$ cat config.mk
export PLATFORM = sky130hd
export DESIGN_NAME = hs4_monitor
export DESIGN_NICKNAME = d
export VERILOG_FILES = /design/src/rtl/hs4_pkg.sv /design/src/rtl/hs4_rst_sync.sv /design/src/rtl/hs4_classify.sv /design/src/rtl/hs4_state_reg.sv /design/src/rtl/hs4_monitor.sv
export SDC_FILE = /design/constraint.sdc
export NUM_CORES = 1
export LEC_CHECK = 0
export ABC_AREA = 0
export BUFFER_PORTS_ARGS = -buffer_cell sky130_fd_sc_hd__buf_2
export CAP_MARGIN = 10
export CORE_AREA = 2 2 39 41
export DETAILED_ROUTE_END_ITERATION = 6
export DIE_AREA = 0 0 41 43
export SYNTH_ARGS = -nofsm -noshare
export SYNTH_HDL_FRONTEND = slang
export SYNTH_HIERARCHICAL = 1
export SYNTH_SLANG_ARGS = --single-unit
$ cat constraint.sdc
create_clock -name clk -period 0.8 [get_ports clk]
set_input_delay 0.04 -clock clk [delete_from_list [all_inputs] [get_ports clk]]
set_output_delay 0.04 -clock clk [all_outputs]
set_load 0.02 [all_outputs]
$ cat src/rtl/hs4_pkg.sv
package hs4_pkg;

  localparam int PHASE_W = 3;
  localparam int CODE_W  = 3;

  typedef enum logic [PHASE_W-1:0] {
    PH_IDLE    = 3'd0,
    PH_REQ     = 3'd1,
    PH_BOTH    = 3'd2,
    PH_REL     = 3'd3,
    PH_RECOVER = 3'd4
  } hs_phase_e;

  typedef enum logic [CODE_W-1:0] {
    EC_NONE           = 3'd0,
    EC_ACK_NO_REQ     = 3'd1,
    EC_REQ_WITHDRAWN  = 3'd2,
    EC_ACK_EARLY_DROP = 3'd3,
    EC_REQ_REASSERT   = 3'd4
  } hs_err_e;

  typedef struct packed {
    logic req;
    logic ack;
  } hs_pair_t;

endpackage

$ cat src/rtl/hs4_rst_sync.sv
module hs4_rst_sync #(
  parameter int STAGES = 2
) (
  input  logic clk,
  input  logic rst_n,
  output logic rst_core_n
);
  logic [STAGES-1:0] chain_q;

  // asserted at once, released after STAGES rising edges
  always_ff @(posedge clk or negedge rst_n) begin
    if (!rst_n) chain_q <= '0;
    else        chain_q <= {chain_q[STAGES-2:0], 1'b1};
  end

  assign rst_core_n = chain_q[STAGES-1];
endmodule

$ cat src/rtl/hs4_classify.sv
module hs4_classify
  import hs4_pkg::*;
(
  input  hs_phase_e phase_cur,
  input  hs_pair_t  smp,
  output hs_phase_e phase_nxt,
  output hs_err_e   code_nxt,
  output logic      done_nxt
);
  always_comb begin
    phase_nxt = phase_cur;
    code_nxt  = EC_NONE;
    done_nxt  = 1'b0;
    unique case (phase_cur)
      PH_IDLE: begin
        if (smp.ack) begin
          phase_nxt = PH_RECOVER;
          code_nxt  = EC_ACK_NO_REQ;
        end else if (smp.req) begin
          phase_nxt = PH_REQ;
        end
      end
      PH_REQ: begin
        if (!smp.req) begin
          phase_nxt = PH_RECOVER;
          code_nxt  = EC_REQ_WITHDRAWN;
        end else if (smp.ack) begin
          phase_nxt = PH_BOTH;
        end
      end
      PH_BOTH: begin
        if (smp.req && !smp.ack) begin
          phase_nxt = PH_RECOVER;
          code_nxt  = EC_ACK_EARLY_DROP;
        end else if (!smp.req && smp.ack) begin
          phase_nxt = PH_REL;
        end else if (!smp.req && !smp.ack) begin
          phase_nxt = PH_IDLE;
          done_nxt  = 1'b1;
        end
      end
      PH_REL: begin
        if (smp.req) begin
          phase_nxt = PH_RECOVER;
          code_nxt  = EC_REQ_REASSERT;
        end else if (!smp.ack) begin
          phase_nxt = PH_IDLE;
          done_nxt  = 1'b1;
        end
      end
      PH_RECOVER: begin
        if (!smp.req && !smp.ack) phase_nxt = PH_IDLE;
      end
      default: phase_nxt = PH_RECOVER;
    endcase
  end
endmodule

$ cat src/rtl/hs4_state_reg.sv
module hs4_state_reg
  import hs4_pkg::*;
(
  input  logic      clk,
  input  logic      rst_n,
  input  hs_phase_e phase_nxt,
  input  hs_err_e   code_nxt,
  input  logic      done_nxt,
  output hs_phase_e phase_q,
  output hs_err_e   code_q,
  output logic      err_q,
  output logic      done_q
);
  logic phase_en;
  assign phase_en = (phase_nxt != phase_q);

  always_ff @(posedge clk or negedge rst_n) begin
    if (!rst_n)        phase_q <= PH_IDLE;
    else if (phase_en) phase_q <= phase_nxt;
  end

  always_ff @(posedge clk or negedge rst_n) begin
    if (!rst_n) begin
      code_q <= EC_NONE;
      err_q  <= 1'b0;
      done_q <= 1'b0;
    end else begin
      code_q <= code_nxt;
      err_q  <= (code_nxt != EC_NONE);
      done_q <= done_nxt;
    end
  end
endmodule

$ cat src/rtl/hs4_monitor.sv
module hs4_monitor
  import hs4_pkg::*;
#(
  parameter int RST_STAGES = 2
) (
  input  logic              clk,
  input  logic              rst_n,
  input  logic              req,
  input  logic              ack,
  output logic              err,
  output logic [CODE_W-1:0] err_code,
  output logic              done,
  output logic [PHASE_W-1:0] phase
);
  logic      rst_core_n;
  hs_pair_t  smp;
  hs_phase_e phase_cur, phase_nxt;
  hs_err_e   code_nxt, code_cur;
  logic      done_nxt;

  assign smp = '{req: req, ack: ack};

  hs4_rst_sync #(.STAGES(RST_STAGES)) rst_sync_i (
    .clk        (clk),
    .rst_n      (rst_n),
    .rst_core_n (rst_core_n)
  );

  hs4_classify classify_i (
    .phase_cur (phase_cur),
    .smp       (smp),
    .phase_nxt (phase_nxt),
    .code_nxt  (code_nxt),
    .done_nxt  (done_nxt)
  );

  hs4_state_reg state_i (
    .clk       (clk),
    .rst_n     (rst_core_n),
    .phase_nxt (phase_nxt),
    .code_nxt  (code_nxt),
    .done_nxt  (done_nxt),
    .phase_q   (phase_cur),
    .code_q    (code_cur),
    .err_q     (err),
    .done_q    (done)
  );

  assign err_code = code_cur;
  assign phase    = phase_cur;
endmodule

# After elaboration in Yosys (flattened, before gate mapping)
# Cells that the tools add are included.
[classes] n_lt_le_gt_ge=0 mux=21 div_mod_pow=0 n_eq_ne=5 n_bitwise=0 reduce_logical=7 addsub=0 n_mul=0 shift=0
[ops] operator="$mux W3" count=10
[ops] operator="$pmux W3 S5" count=1
[ops] operator="$pmux W3 S4" count=1
[ops] operator="$eq A3 B2 Y1 const B" count=2
[ops] operator="$mux W1" count=6
[ops] operator="$mux W2" count=2
[ops] operator="$eq A3 B1 Y1 const B" count=1
[ops] operator="$eq A3 B3 Y1 const B" count=1
[ops] operator="$logic_and A1 B1 Y1" count=3
[ops] operator="$logic_not A3 Y1" count=1
[ops] operator="$ne A3 B3 Y1" count=1
[ops] operator="$reduce_bool A3 Y1" count=1
[ops] operator="$logic_not A1 Y1" count=2
[ops] operator="$pmux W1 S2" count=1
[totals] ram_bits=0 regBits=10 wordCells=38 latch_bits=0 n_memories=0 rom_bits=0 out_inout_bits=8 input_bits=4

# Logic depth before layout (Yosys ltp)
[depth] word_depth=7 ltp_mapped=5 depth_no_buf=4

# By module
# Netlist, hierarchy kept.
[by_module_without_submodules] module="hs4_state_reg" seq_area_each_um2=200.2 instances=1 area_per_inst_um2=217.7 cells_per_inst=12
[by_module_without_submodules] module="hs4_classify" seq_area_each_um2=0.0 instances=1 area_per_inst_um2=141.4 cells_per_inst=21
[by_module_without_submodules] module="hs4_rst_sync" seq_area_each_um2=50.0 instances=1 area_per_inst_um2=53.8 cells_per_inst=3

# Least setup slack after synthesis
# Ideal clock, no wire load.
[synth_path] path_kind="reg-to-reg" startpoint="register state_i.phase_q[1]" endpoint="register state_i.err_q" n_path_buf=0 required_ns=0.669 setup_ns=0.131 synth_period_minus_slack_ns=1.267 arrival_ns=1.136 slack_ns=-0.467 stages_incl_launch_ff=5 cell_sequence="dfrtp_1 -> nand2_2 -> mux2_2 -> nor3_2 -> or3_1"
[synth_via] elab_chain_cells=3 word_cells_on_any_way=6 cone_classes="3 x eq/ne; 1 x mux; 2 x reduce/logical"
[synth_rtl] element="from (decl)" line="hs4_state_reg.sv:9" rtl="output hs_phase_e phase_q,"
[synth_rtl] element="from (signal assigned)" line="hs4_state_reg.sv:19" rtl="else if (phase_en) phase_q <= phase_nxt;"
[synth_rtl] element="$eq A3 B2 Y1 (tied with other cells)" line="hs4_classify.sv:14" rtl="unique case (phase_cur)"
[synth_rtl] element="$pmux W3 S4 (*)" line="hs4_classify.sv:14"
[synth_rtl] element="net code_nxt[0]" line="hs4_monitor.sv:18" rtl="hs_err_e code_nxt, code_cur;"
[synth_rtl] element="$reduce_bool A3 Y1 (*)" line="hs4_state_reg.sv:29" rtl="err_q <= (code_nxt != EC_NONE);"
[synth_rtl] element="to (signal assigned)" line="hs4_state_reg.sv:29"
[synth_rtl] element="to (decl)" line="hs4_state_reg.sv:11" rtl="output logic err_q,"
# Mark *: on every way through the listed nets, which the timed path passes. The rest lies on a longest branch.
# A chain may end at the register's enable or synchronous reset.

# Final worst setup path
[layout_path] startpoint="register state_i.phase_q[0]" endpoint="register state_i.err_q"
# Same word-level chain as after synthesis.

==> results.yml <==
outcome:
  status: "finished with violations"
  failed_checks: "setup timing"
clock_tree:
  h-tree-depth: 1
  cts_max_path_buffers: 2
  cts.sinks: 10
  clockRootBuffer: "clkbuf_4"
  clk_pin_slew_ns: 0.07
  worstSkewPairLatency_ns: 0.26
  cts_buffers: 3
  cts_tree: "built"
sta:
  fin_skew_ns: 0.00264
  timing.final.crit_share: 1.53
  report.final.slew_viol_count: 0
  max_freq_mhz: 815
  finalHoldViolations: 0
  timing.final.crit_period_ns: 1.23
  rsz0062_at_grt: "yes"
  layout_setup_ws_ns: -0.426
  finalSetupViolations: 15
power_and_ir_drop:
  power_mw: 1.23
  power.density_mw_per_mm2: 1640
  ir_drop_mv: 0.909
  p_leak_nw: 0.354
floorplanning:
  chipWidth_um: 41
  core_mm2: 0.00138
  placementRows: 14
  die_h_um: 43
  boundaryPins: 12
  die_area_mm2: 0.00176
  start_util: 0.298
route:
  firstDrtPassIters: 2
  vias: 387
  vias_per_cell: 4.72
  drcViolationCount: 0
  drt-total-wl_um: 1100
  wire_per_inst_um: 13.5
  ant_nets: 0
  first_iter_violations: 4
logic_synthesis:
  yosys_warnings: 6
  ys_seq_area_frac: 0.606
  postSynthCellCount: 36
  synth-seq-cells: 10
  mappedNetlistNets: 40
  synth_area_um2: 413
  synth_area_leaders: "dfrtp_1 61%, nand3b_1 3.6%, nor3b_1 3.6%, nand2b_1 3.0%, clkbuf_1 2.7%"
  synth_top_area_cell: "dfrtp_1"
  synth_top_area_frac: 0.606
  ys_types: 20
  syn_avg_cell_area_um2: 11.5
setup_path:
  cp-startpoint: "state_i/phase_q[0]$_DFFE_PN0P_"
  critical_path_required_ns: 0.95
  r2r.worst_path.cells: 4
  cp_max_fo: 4
  endpoint: "state_i/err_q$_DFF_PN0_"
  criticalPathCategory: "reg -> reg"
  cp.arrival_ns: 1.37
  crit_chain: "buf_6 > buf_6 > nor3b_1 > or3_1"
  slowest_delay_ns: 0.43
  r2r-start: "state_i/phase_q[0]$_DFFE_PN0P_"
  cp_slowest_cell: "dfrtp_2"
  end_kind: "register"
  start_kind: "register"
  crit_top_cell: "buf_6"
  rrSetupSlack_ns: -0.43
  r2r_end: "state_i/err_q$_DFF_PN0_"
cells_and_area:
  syn2layout_area_growth_pct: 81.8
  final_common_cell: "buf_4"
  antennaDiodeCount: 0
  regArea_um2: 254
  nFillCells: 122
  multi_input_area_um2: 169
  instances_no_fill: 82
  final_cell_mix: "13 x buf_4, 12 x buf_6, 7 x dfrtp_1"
  layout-drive-gt1-share: 0.667
  fin_nets: 71
  final_util: 0.542
grt:
  grt_pass1_vias: 373
  antenna_found_initial: 0
  grt_max_degree: 9
  grt_remaining_overflow: 0
  grt_pass1_wl_um: 1760
  grtUsageTotal: 0.156
placed_design:
  gp_congestion: 0.787
  place_hpwl_um: 651
  portBuffers: 11
  dp.cells: 70
run:
  cap_violations: 0
hold_path:
  hp-class: "in -> async"
registers in the layout (all words and copies together), names as in the netlist:
name                flops
state_i/code_q          3
state_i/phase_q         3
rst_sync_i/chain_q      2
state_i/done_q          1
state_i/err_q           1
metrics by stage:
step           setup WS (ns)  hold slack [ns]  TNS, ns  instance area [µm²]
6_report              -0.426           0.0821    -3.21                  751
2_1_floorplan         -0.404           -0.256    -1.35                  420
3_3_place_gp          -0.373           -0.175    -1.70                  556
5_1_grt               -0.453           0.0869    -3.88                  751
4_1_cts               -0.383           0.0759    -2.80                  722
3_5_place_dp          -0.376           -0.174    -1.73                  556
repair_timing:
action	4_1_cts	5_1_grt
hold endpoints to repair	2	0
hold buffers	1	0
pin swaps	1	4
cloned	0	0
endpoints found under the setup margin	16	16
resized for setup	24	2
setup buffers	5	3
cells in the mapped netlist:
master	count
nor4_1	1
buf_4	1
a31o_1	1
nand3b_1	2
inv_2	1
nand2_1	2
conb_1	1
mux2_2	1
xnor2_1	1
nand2_2	1
nor3_2	1
o32a_1	1
nor2_1	1
o21ai_1	1
nor3b_1	2
clkbuf_1	3
nand2b_1	2
dfrtp_1	10
or3_1	1
a21oi_1	2
worst max-delay path, delay by kind of cell, from the launching register on:
| family | cells | cell delay [ns] |
|---|---|---|
| buf+inv | 2 | 0.23 |
| simple gates | 2 | 0.44 |
| flops | 1 | 0.43 |
routing by layer:
metal,share of wire,GRT usage
met2,0.56,0.244
met3,0.034,0.0471
met5,0,0
met4,0.013,0.0800
met1,0.39,0.181
power by group:
part	switching [mW]	leakage [nW]	internal, mW
registers	0.0301	0.126	0.532
logic	0.0966	0.207	0.121
clock network	0.177	0.0210	0.276
total	0.304	0.354	0.929
final cells by class:
type,count,area share
timing repair buffer,30,0.350
sequential,10,0.338
multi-input combinational,21,0.225
clock buffer,4,0.0483
tap,16,0.0267
inverter,1,0.0117
worst min path at each step:
| stage | from | endpoint | slack (ns) | depth (start not counted) |
|---|---|---|---|---|
| final | rst_n | rst_sync_i/chain_q[0]$_DFF_PN0_ | 0.08 | 2 |
| after global routing | rst_n | rst_sync_i/chain_q[1]$_DFF_PN0_ | 0.09 | 2 |
| after floorplan | rst_n | rst_sync_i/chain_q[0]$_DFF_PN0_ | -0.26 | 0 |
| after CTS | rst_n | rst_sync_i/chain_q[1]$_DFF_PN0_ | 0.08 | 2 |
| after detailed placement | rst_n | rst_sync_i/chain_q[1]$_DFF_PN0_ | -0.17 | 1 |
| after global placement | rst_n | rst_sync_i/chain_q[1]$_DFF_PN0_ | -0.18 | 1 |
cell families after synthesis:
family,after synthesis,share of synthesized area
buffers and inverters,5,0.0545
XOR/XNOR,1,0.0212
AO/OA/AOI/OAI,5,0.0818
other,1,0.00908
flip-flops,10,0.606
multiplexers,1,0.0273
AND/OR/NAND/NOR,13,0.200
Power figures use the tool's default switching activity.
